===== config.mk =====
export PLATFORM = sky130hd
export DESIGN_NAME = quad_dac_input_regs
export DESIGN_NICKNAME = d
export VERILOG_FILES = /design/src/rtl/qdir_pkg.sv /design/src/rtl/qdir_strobe_sync.sv /design/src/rtl/qdir_ctrl.sv /design/src/rtl/qdir_ranks.sv /design/src/rtl/quad_dac_input_regs.sv
export SDC_FILE = /design/constraint.sdc
export NUM_CORES = 1
export LEC_CHECK = 0
export ABC_AREA = 1
export CAP_MARGIN = 20
export CORE_AREA = 5 5 118 120
export DETAILED_ROUTE_END_ITERATION = 10
export DIE_AREA = 0 0 123 125
export PLACE_DENSITY_LB_ADDON = 0.2
export SYNTH_ARGS = -nofsm -noshare
export SYNTH_HDL_FRONTEND = slang
export SYNTH_HIERARCHICAL = 1
export SYNTH_SLANG_ARGS = --single-unit

===== constraint.sdc =====
create_clock -name clk -period 4.2 [get_ports clk]
set_input_delay 1.26 -clock clk [delete_from_list [all_inputs] [get_ports clk]]
set_output_delay 1.26 -clock clk [all_outputs]
set_load 0.01 [all_outputs]

===== src/rtl/qdir_pkg.sv =====
package qdir_pkg;
  // bit positions inside the synchronized strobe vector (asserted = 1)
  localparam int STB_SEL   = 0;
  localparam int STB_LATCH = 1;
  localparam int STB_MODE  = 2;
  localparam int STB_XFER  = 3;
  localparam int STB_READ  = 4;
  localparam int STB_CLEAR = 5;
  localparam int NUM_STB   = 6;
endpackage


===== src/rtl/qdir_strobe_sync.sv =====
module qdir_strobe_sync #(
  parameter int N = 6
) (
  input  logic         clk,
  input  logic         rst_n,
  input  logic [N-1:0] raw_n,
  output logic [N-1:0] act
);
  genvar g;
  generate
    for (g = 0; g < N; g++) begin : g_bit
      logic meta_n, safe_n;
      always_ff @(posedge clk or negedge rst_n) begin
        if (!rst_n) begin
          meta_n <= 1'b1;
          safe_n <= 1'b1;
        end else begin
          meta_n <= raw_n[g];
          safe_n <= meta_n;
        end
      end
      assign act[g] = ~safe_n;
    end
  endgenerate
endmodule


===== src/rtl/qdir_ctrl.sv =====
module qdir_ctrl
  import qdir_pkg::*;
#(
  parameter int NUM_CH = 4,
  parameter int ADDR_W = 2
) (
  input  logic               clk,
  input  logic               rst_n,
  input  logic [NUM_STB-1:0] act,
  input  logic [ADDR_W-1:0]  addr_s,
  output logic [NUM_CH-1:0]  wr_vec,
  output logic               upd,
  output logic               clr
);
  logic sel_q, latch_q;
  logic sel_on, latch_off, quiet, wr_go;

  always_ff @(posedge clk or negedge rst_n) begin
    if (!rst_n) begin
      sel_q   <= 1'b0;
      latch_q <= 1'b0;
    end else begin
      sel_q   <= act[STB_SEL];
      latch_q <= act[STB_LATCH];
    end
  end

  always_comb begin
    clr       = act[STB_CLEAR];
    sel_on    = act[STB_SEL] & ~sel_q;
    latch_off = ~act[STB_LATCH] & latch_q;
    quiet     = ~act[STB_MODE] & ~act[STB_XFER] & ~act[STB_READ];
    wr_go     = act[STB_SEL] & act[STB_LATCH] & ~act[STB_MODE] & ~clr;
    upd       = ~clr & quiet &
                ((latch_off & act[STB_SEL]) | (sel_on & ~act[STB_LATCH]));
  end

  genvar c;
  generate
    for (c = 0; c < NUM_CH; c++) begin : g_dec
      assign wr_vec[c] = wr_go & (addr_s == ADDR_W'(c));
    end
  endgenerate
endmodule


===== src/rtl/qdir_ranks.sv =====
module qdir_ranks #(
  parameter int NUM_CH = 4,
  parameter int DATA_W = 12
) (
  input  logic                     clk,
  input  logic                     rst_n,
  input  logic                     clr,
  input  logic                     upd,
  input  logic [NUM_CH-1:0]        wr_vec,
  input  logic [DATA_W-1:0]        wdata,
  output logic [NUM_CH*DATA_W-1:0] first_flat,
  output logic [NUM_CH*DATA_W-1:0] second_flat
);
  genvar c;
  generate
    for (c = 0; c < NUM_CH; c++) begin : g_ch
      logic [DATA_W-1:0] hold_q, out_q;
      always_ff @(posedge clk or negedge rst_n) begin
        if (!rst_n) begin
          hold_q <= '0;
          out_q  <= '0;
        end else if (clr) begin
          hold_q <= '0;
          out_q  <= '0;
        end else begin
          if (wr_vec[c]) hold_q <= wdata;
          if (upd)       out_q  <= hold_q;
        end
      end
      assign first_flat[c*DATA_W +: DATA_W]  = hold_q;
      assign second_flat[c*DATA_W +: DATA_W] = out_q;
    end
  endgenerate
endmodule


===== src/rtl/quad_dac_input_regs.sv =====
module quad_dac_input_regs
  import qdir_pkg::*;
#(
  parameter int DATA_W = 12,
  parameter int NUM_CH = 4,
  parameter int ADDR_W = $clog2(NUM_CH)
) (
  input  logic                     clk,
  input  logic                     rst_n,
  input  logic [DATA_W-1:0]        din,
  input  logic [ADDR_W-1:0]        addr,
  input  logic                     sel_n,
  input  logic                     latch_n,
  input  logic                     mode_n,
  input  logic                     xfer_n,
  input  logic                     read_n,
  input  logic                     clear_n,
  output logic [NUM_CH*DATA_W-1:0] dout
);
  logic [NUM_STB-1:0]        raw_n, act;
  logic [DATA_W-1:0]         din_q1, din_q2;
  logic [ADDR_W-1:0]         addr_q1, addr_q2;
  logic [NUM_CH-1:0]         wr_vec;
  logic                      upd, clr;
  logic [NUM_CH*DATA_W-1:0]  first_flat;

  assign raw_n = {clear_n, read_n, xfer_n, mode_n, latch_n, sel_n};

  // data and address take the same two-stage delay as the strobes
  always_ff @(posedge clk or negedge rst_n) begin
    if (!rst_n) begin
      din_q1  <= '0;
      din_q2  <= '0;
      addr_q1 <= '0;
      addr_q2 <= '0;
    end else begin
      din_q1  <= din;
      din_q2  <= din_q1;
      addr_q1 <= addr;
      addr_q2 <= addr_q1;
    end
  end

  qdir_strobe_sync #(.N(NUM_STB)) u_sync (
    .clk(clk), .rst_n(rst_n), .raw_n(raw_n), .act(act)
  );

  qdir_ctrl #(.NUM_CH(NUM_CH), .ADDR_W(ADDR_W)) u_ctrl (
    .clk(clk), .rst_n(rst_n), .act(act), .addr_s(addr_q2),
    .wr_vec(wr_vec), .upd(upd), .clr(clr)
  );

  qdir_ranks #(.NUM_CH(NUM_CH), .DATA_W(DATA_W)) u_ranks (
    .clk(clk), .rst_n(rst_n), .clr(clr), .upd(upd), .wr_vec(wr_vec),
    .wdata(din_q2), .first_flat(first_flat), .second_flat(dout)
  );
endmodule


Word-level counts from Yosys, hierarchy flattened
Index checks and enable logic that the tools add are counted. W data, S select, Z words.

Register bits after elaboration: 138. Bits in latches: 0. Memory bits (writable): 0. ROM bits: 0. Word-level logic and storage cells: 70. Memories: 0.

Add/subtract/negate cells: 0. Multipliers: 0. Div/mod/pow operators: 0. Magnitude comparators: 0. Equality and inequality tests: 8. Shift-type cells: 0. Muxes and demuxes: 16. Bitwise operators: 19. Reductions and logical operators: 1.

Operators with widths (count): $mux W12 (16); $and A1 B1 Y1 (15); $ne A2 B1 Y1 const B (5); $eq A2 B2 Y1 const B (2); $not A1 Y1 (3); $eq A2 B1 Y1 const B (1); $logic_not A2 Y1 (1); $or A1 B1 Y1 (1).

Depth between registers and ports, before layout
Depth in word-level cells: 7. Mapped depth: 10.

Modules after synthesis
Netlist, hierarchy kept.

Modules (own cells, without submodules): qdir_ranks (times used 1, cells an instance 418, area an instance 3769.9 um2, sequential area each 2402.3 um2); quad_dac_input_regs (times used 1, cells an instance 28, area an instance 700.7 um2, sequential area each 700.7 um2); qdir_strobe_sync (times used 1, cells an instance 18, area an instance 337.8 um2, sequential area each 315.3 um2); qdir_ctrl (times used 1, cells an instance 25, area an instance 145.1 um2, sequential area each 50.0 um2).

Worst setup path after synthesis
OpenSTA, ideal clock, no wires.

Kind: register to output. Start point: register u_ranks.g_ch[0].out_q[0]. End point: output dout[0]. Arrival time: 385 ps. Setup slack: 2555 ps. Cell stages (with the launch flop): 1. Path buffers: 0. Cells stage by stage: dfrtp_1.

RTL lines: start: declaration (RTL line qdir_ranks.sv:17) `logic [DATA_W-1:0] hold_q, out_q;`; start signal: assignment (RTL line qdir_ranks.sv:27) `if (upd) out_q <= hold_q;`; end: declaration (RTL line quad_dac_input_regs.sv:18) `output logic [NUM_CH*DATA_W-1:0] dout`.

No word-level cell between the ends.

Final worst setup path
Start point: register u_ranks.g_ch[3].out_q[10]. End point: output dout[46].

RTL lines (RTL line): start: declaration (qdir_ranks.sv:17); start signal: assignment (qdir_ranks.sv:27).

No word-level cell between the ends.

==> flow_metrics.py <==
metrics = {
    "worst_setup_path": {
        "cp_top_family": "buffers and inverters",
        "endpoint_kind": "output pin",
        "cp_num_buf_inv": 1,
        "max_stage_delay_ns": 0.55,
        "crit_chain": "clkdlybuf4s50_1",
        "critPathSlowestCell": "clkdlybuf4s50_1",
        "worstSetupPathType": "reg -> out",
        "crit_required_ns": 2.94,
        "worstSetupStartpointType": "register",
        "worstPathMaxFanout": 2,
        "arrival_ns": 1.34,
    },
    "detailed_routing": {
        "dr.pass1.iters": 4,
        "vias_per_cell": 4.615,
        "routedWlPerCell_um": 14.37,
        "drtAntennaViolNets": 0,
        "vias": 3429,
        "wl_um": 10680,
        "drtIter0Drc": 211,
        "drc": 0,
    },
    "layout": {
        "diodes": 0,
        "final_nets": 576,
        "final_cells": 743,
        "drive_gt1_share_pct": 9.524,
        "area_growth_syn_to_layout_pct": 30.08,
    },
    "clock_network": {
        "cts_root_buf": "clkbuf_16",
        "cts_resized": 0,
        "numClockSinks": 138,
        "cts_tree": "done",
        "cts_buffers": 17,
        "cts_setup_buffers": 0,
        "cts_buffer_depth": 2,
        "path_clk_slew_ns": 0.06,
        "clk_latency_ns": 0.41,
        "ctsHoldBuffers": 0,
        "cts_max_level": 4,
    },
    "yosys": {
        "synth_area_leaders": "dfrtp_1, nand2_1, nand3_1",
        "syn_nets": 511,
        "synth_top_area_cell": "dfrtp_1",
        "ys_ff_latch": 138,
        "syn_avg_cell_area_um2": 10.13,
        "synth_edf_count": 0,
        "synth-main-ff-cell": "dfrtp_1",
        "ys.warnings.count": 6,
        "synth-async-reset-ratio_pct": 100.0,
        "synth_commonest_cells": "nand2_1, dfrtp_1, nand3_1",
        "syn_area_um2": 4954,
        "syn_inst": 489,
        "synth_top_area_share_pct": 63.65,
        "yosysUniqueCellTypes": 13,
        "ys_seq_area_share_pct": 70.02,
        "synth_most_common_cell": "nand2_1",
    },
    "power_and_ir_drop": {
        "powerDensity_nw_per_um2": 471.5,
        "leakage_nw": 3.288,
        "vdd_ir_drop_max_mv": 0.2252,
    },
    "floorplan": {
        "dieArea_um2": 15380,
        "rows": 42,
        "coreArea_um2": 12870,
        "start_util_pct": 38.47,
        "fp.dieW_um": 123,
        "die_y_um": 125,
        "io_pins": 70,
    },
    "sta": {
        "hold_violations": 0,
        "rsz0062_at_grt": "no",
        "slew_violations": 0,
        "fin_crit_sh_pct": 61.90,
        "max_slew_margin_pct": 38.01,
        "finalClockSkew_ns": 0.01482,
        "fin_setup_tns_ns": 0,
        "max_freq_mhz": 384.6,
        "worst_pin_slew_ns": 0.9285,
        "fin_crit_ns": 2.600,
        "finalSetupViolations": 0,
    },
    "min_path": {
        "hold_path_class": "reg -> reg",
    },
    "status": {
        "status": "complete, no violations",
    },
    "place": {
        "hpwlAfterDp_um": 6579,
        "place.gp.congestion": 0.7676,
        "io_buffers": 69,
        "placed_cells_incl_taps": 709,
    },
    "global_routing": {
        "grt_pass1_wl_um": 18240,
        "grtUsageTotal_pct": 15.13,
        "grt_start_max_net_pins": 116,
        "antenna_found_initial": 0,
        "grt-ovfl-total": 0,
        "grt_pass1_vias": 3666,
    },
    "run": {
        "maxCapViolCount": 0,
    },
}
## worst paths after layout
path | endpoint | depth (start not counted) | slack [ns] | start
max | dout[46] | 1 | 1.60 | u_ranks/g_ch[3].out_q[10]
min | din_q2[3] | 0 | 0.35 | din_q1[3]
max reg2reg | u_ranks/g_ch[1].hold_q[1] | 7 | 1.88 | u_sync/g_bit[5].safe_n
min reg2reg | din_q2[3] | 0 | 0.35 | din_q1[3]
max in group asynchronous | u_sync/g_bit[5].safe_n | 3 | 2.45 | rst_n
min in group asynchronous | u_ranks/g_ch[0].out_q[7] | 1 | 0.78 | rst_n
## stage by stage
step	setup slack, ns	power (mW)	utilization [%]	hold slack (ns)	instance area, um2
after floorplan	2.555	1.433	-	0.3312	4954
after global placement	1.882	1.491	44.73	0.3362	5759
after detailed placement	1.828	1.495	44.73	0.3371	5759
after CTS	1.590	3.071	49.62	0.3502	6389
after global routing	1.553	3.148	50.05	0.3569	6444
final	1.600	3.038	50.05	0.3466	6444
## routing by layer
layer,wire length [um],vias to the layer above,track usage (%)
li1,-,1679,-
met3,556,15,4.336
met5,0,-,0
met1,4774,1643,20.60
met4,194,0,6.645
met2,5154,92,22.58
## cells by family after synthesis
kind of cell           after synthesis  share of synthesized area, %
and+or+nand+nor                    310                         26.02
DFF                                138                         70.02
buffers and inverters               41                         3.965
## sequential cells by signal (all words and copies together), names as in the netlist
register	cells
u_ctrl/latch_q	1
din_q1	12
addr_q1	2
u_ctrl/sel_q	1
u_ranks/g_ch.out_q	48
u_sync/g_bit.safe_n	6
u_sync/g_bit.meta_n	6
addr_q2	2
din_q2	12
u_ranks/g_ch.hold_q	48
## placed cells by master (no fill, tap or decap)
master | Yosys | final
inv_2 | 1 | 1
nor2_2 | 1 | 1
dfrtp_1 | 126 | 126
inv_1 | 11 | 11
dfstp_2 | 12 | 12
buf_6 | 0 | 1
nor2_1 | 12 | 10
clkinvlp_4 | 0 | 4
bufinv_16 | 0 | 4
clkinv_2 | 0 | 2
nand3_1 | 96 | 96
clkdlybuf4s50_1 | 0 | 68
clkbuf_1 | 4 | 2
buf_16 | 0 | 2
nand2_2 | 1 | 1
nand2_1 | 200 | 200
clkbuf_8 | 0 | 2
clkinv_4 | 0 | 1
buf_4 | 7 | 4
nor2_4 | 0 | 2
clkbuf_16 | 0 | 17
## where the power goes
part           internal [mW]  switching, mW
registers               1.36         0.0193
logic                 0.0318         0.0656
clock network           1.02          0.539
## final cells by class
type / count / area (um2)
clock inverter: 11 / 168.9
fill: 1177 / 6431
tap: 176 / 220.2
multi-input combinational: 310 / 1304
sequential: 138 / 3468
inverter: 12 / 45.04
clock buffer: 21 / 460.4
timing repair buffer: 75 / 777.0
No activity file was read; power rests on OpenSTA's default activity.
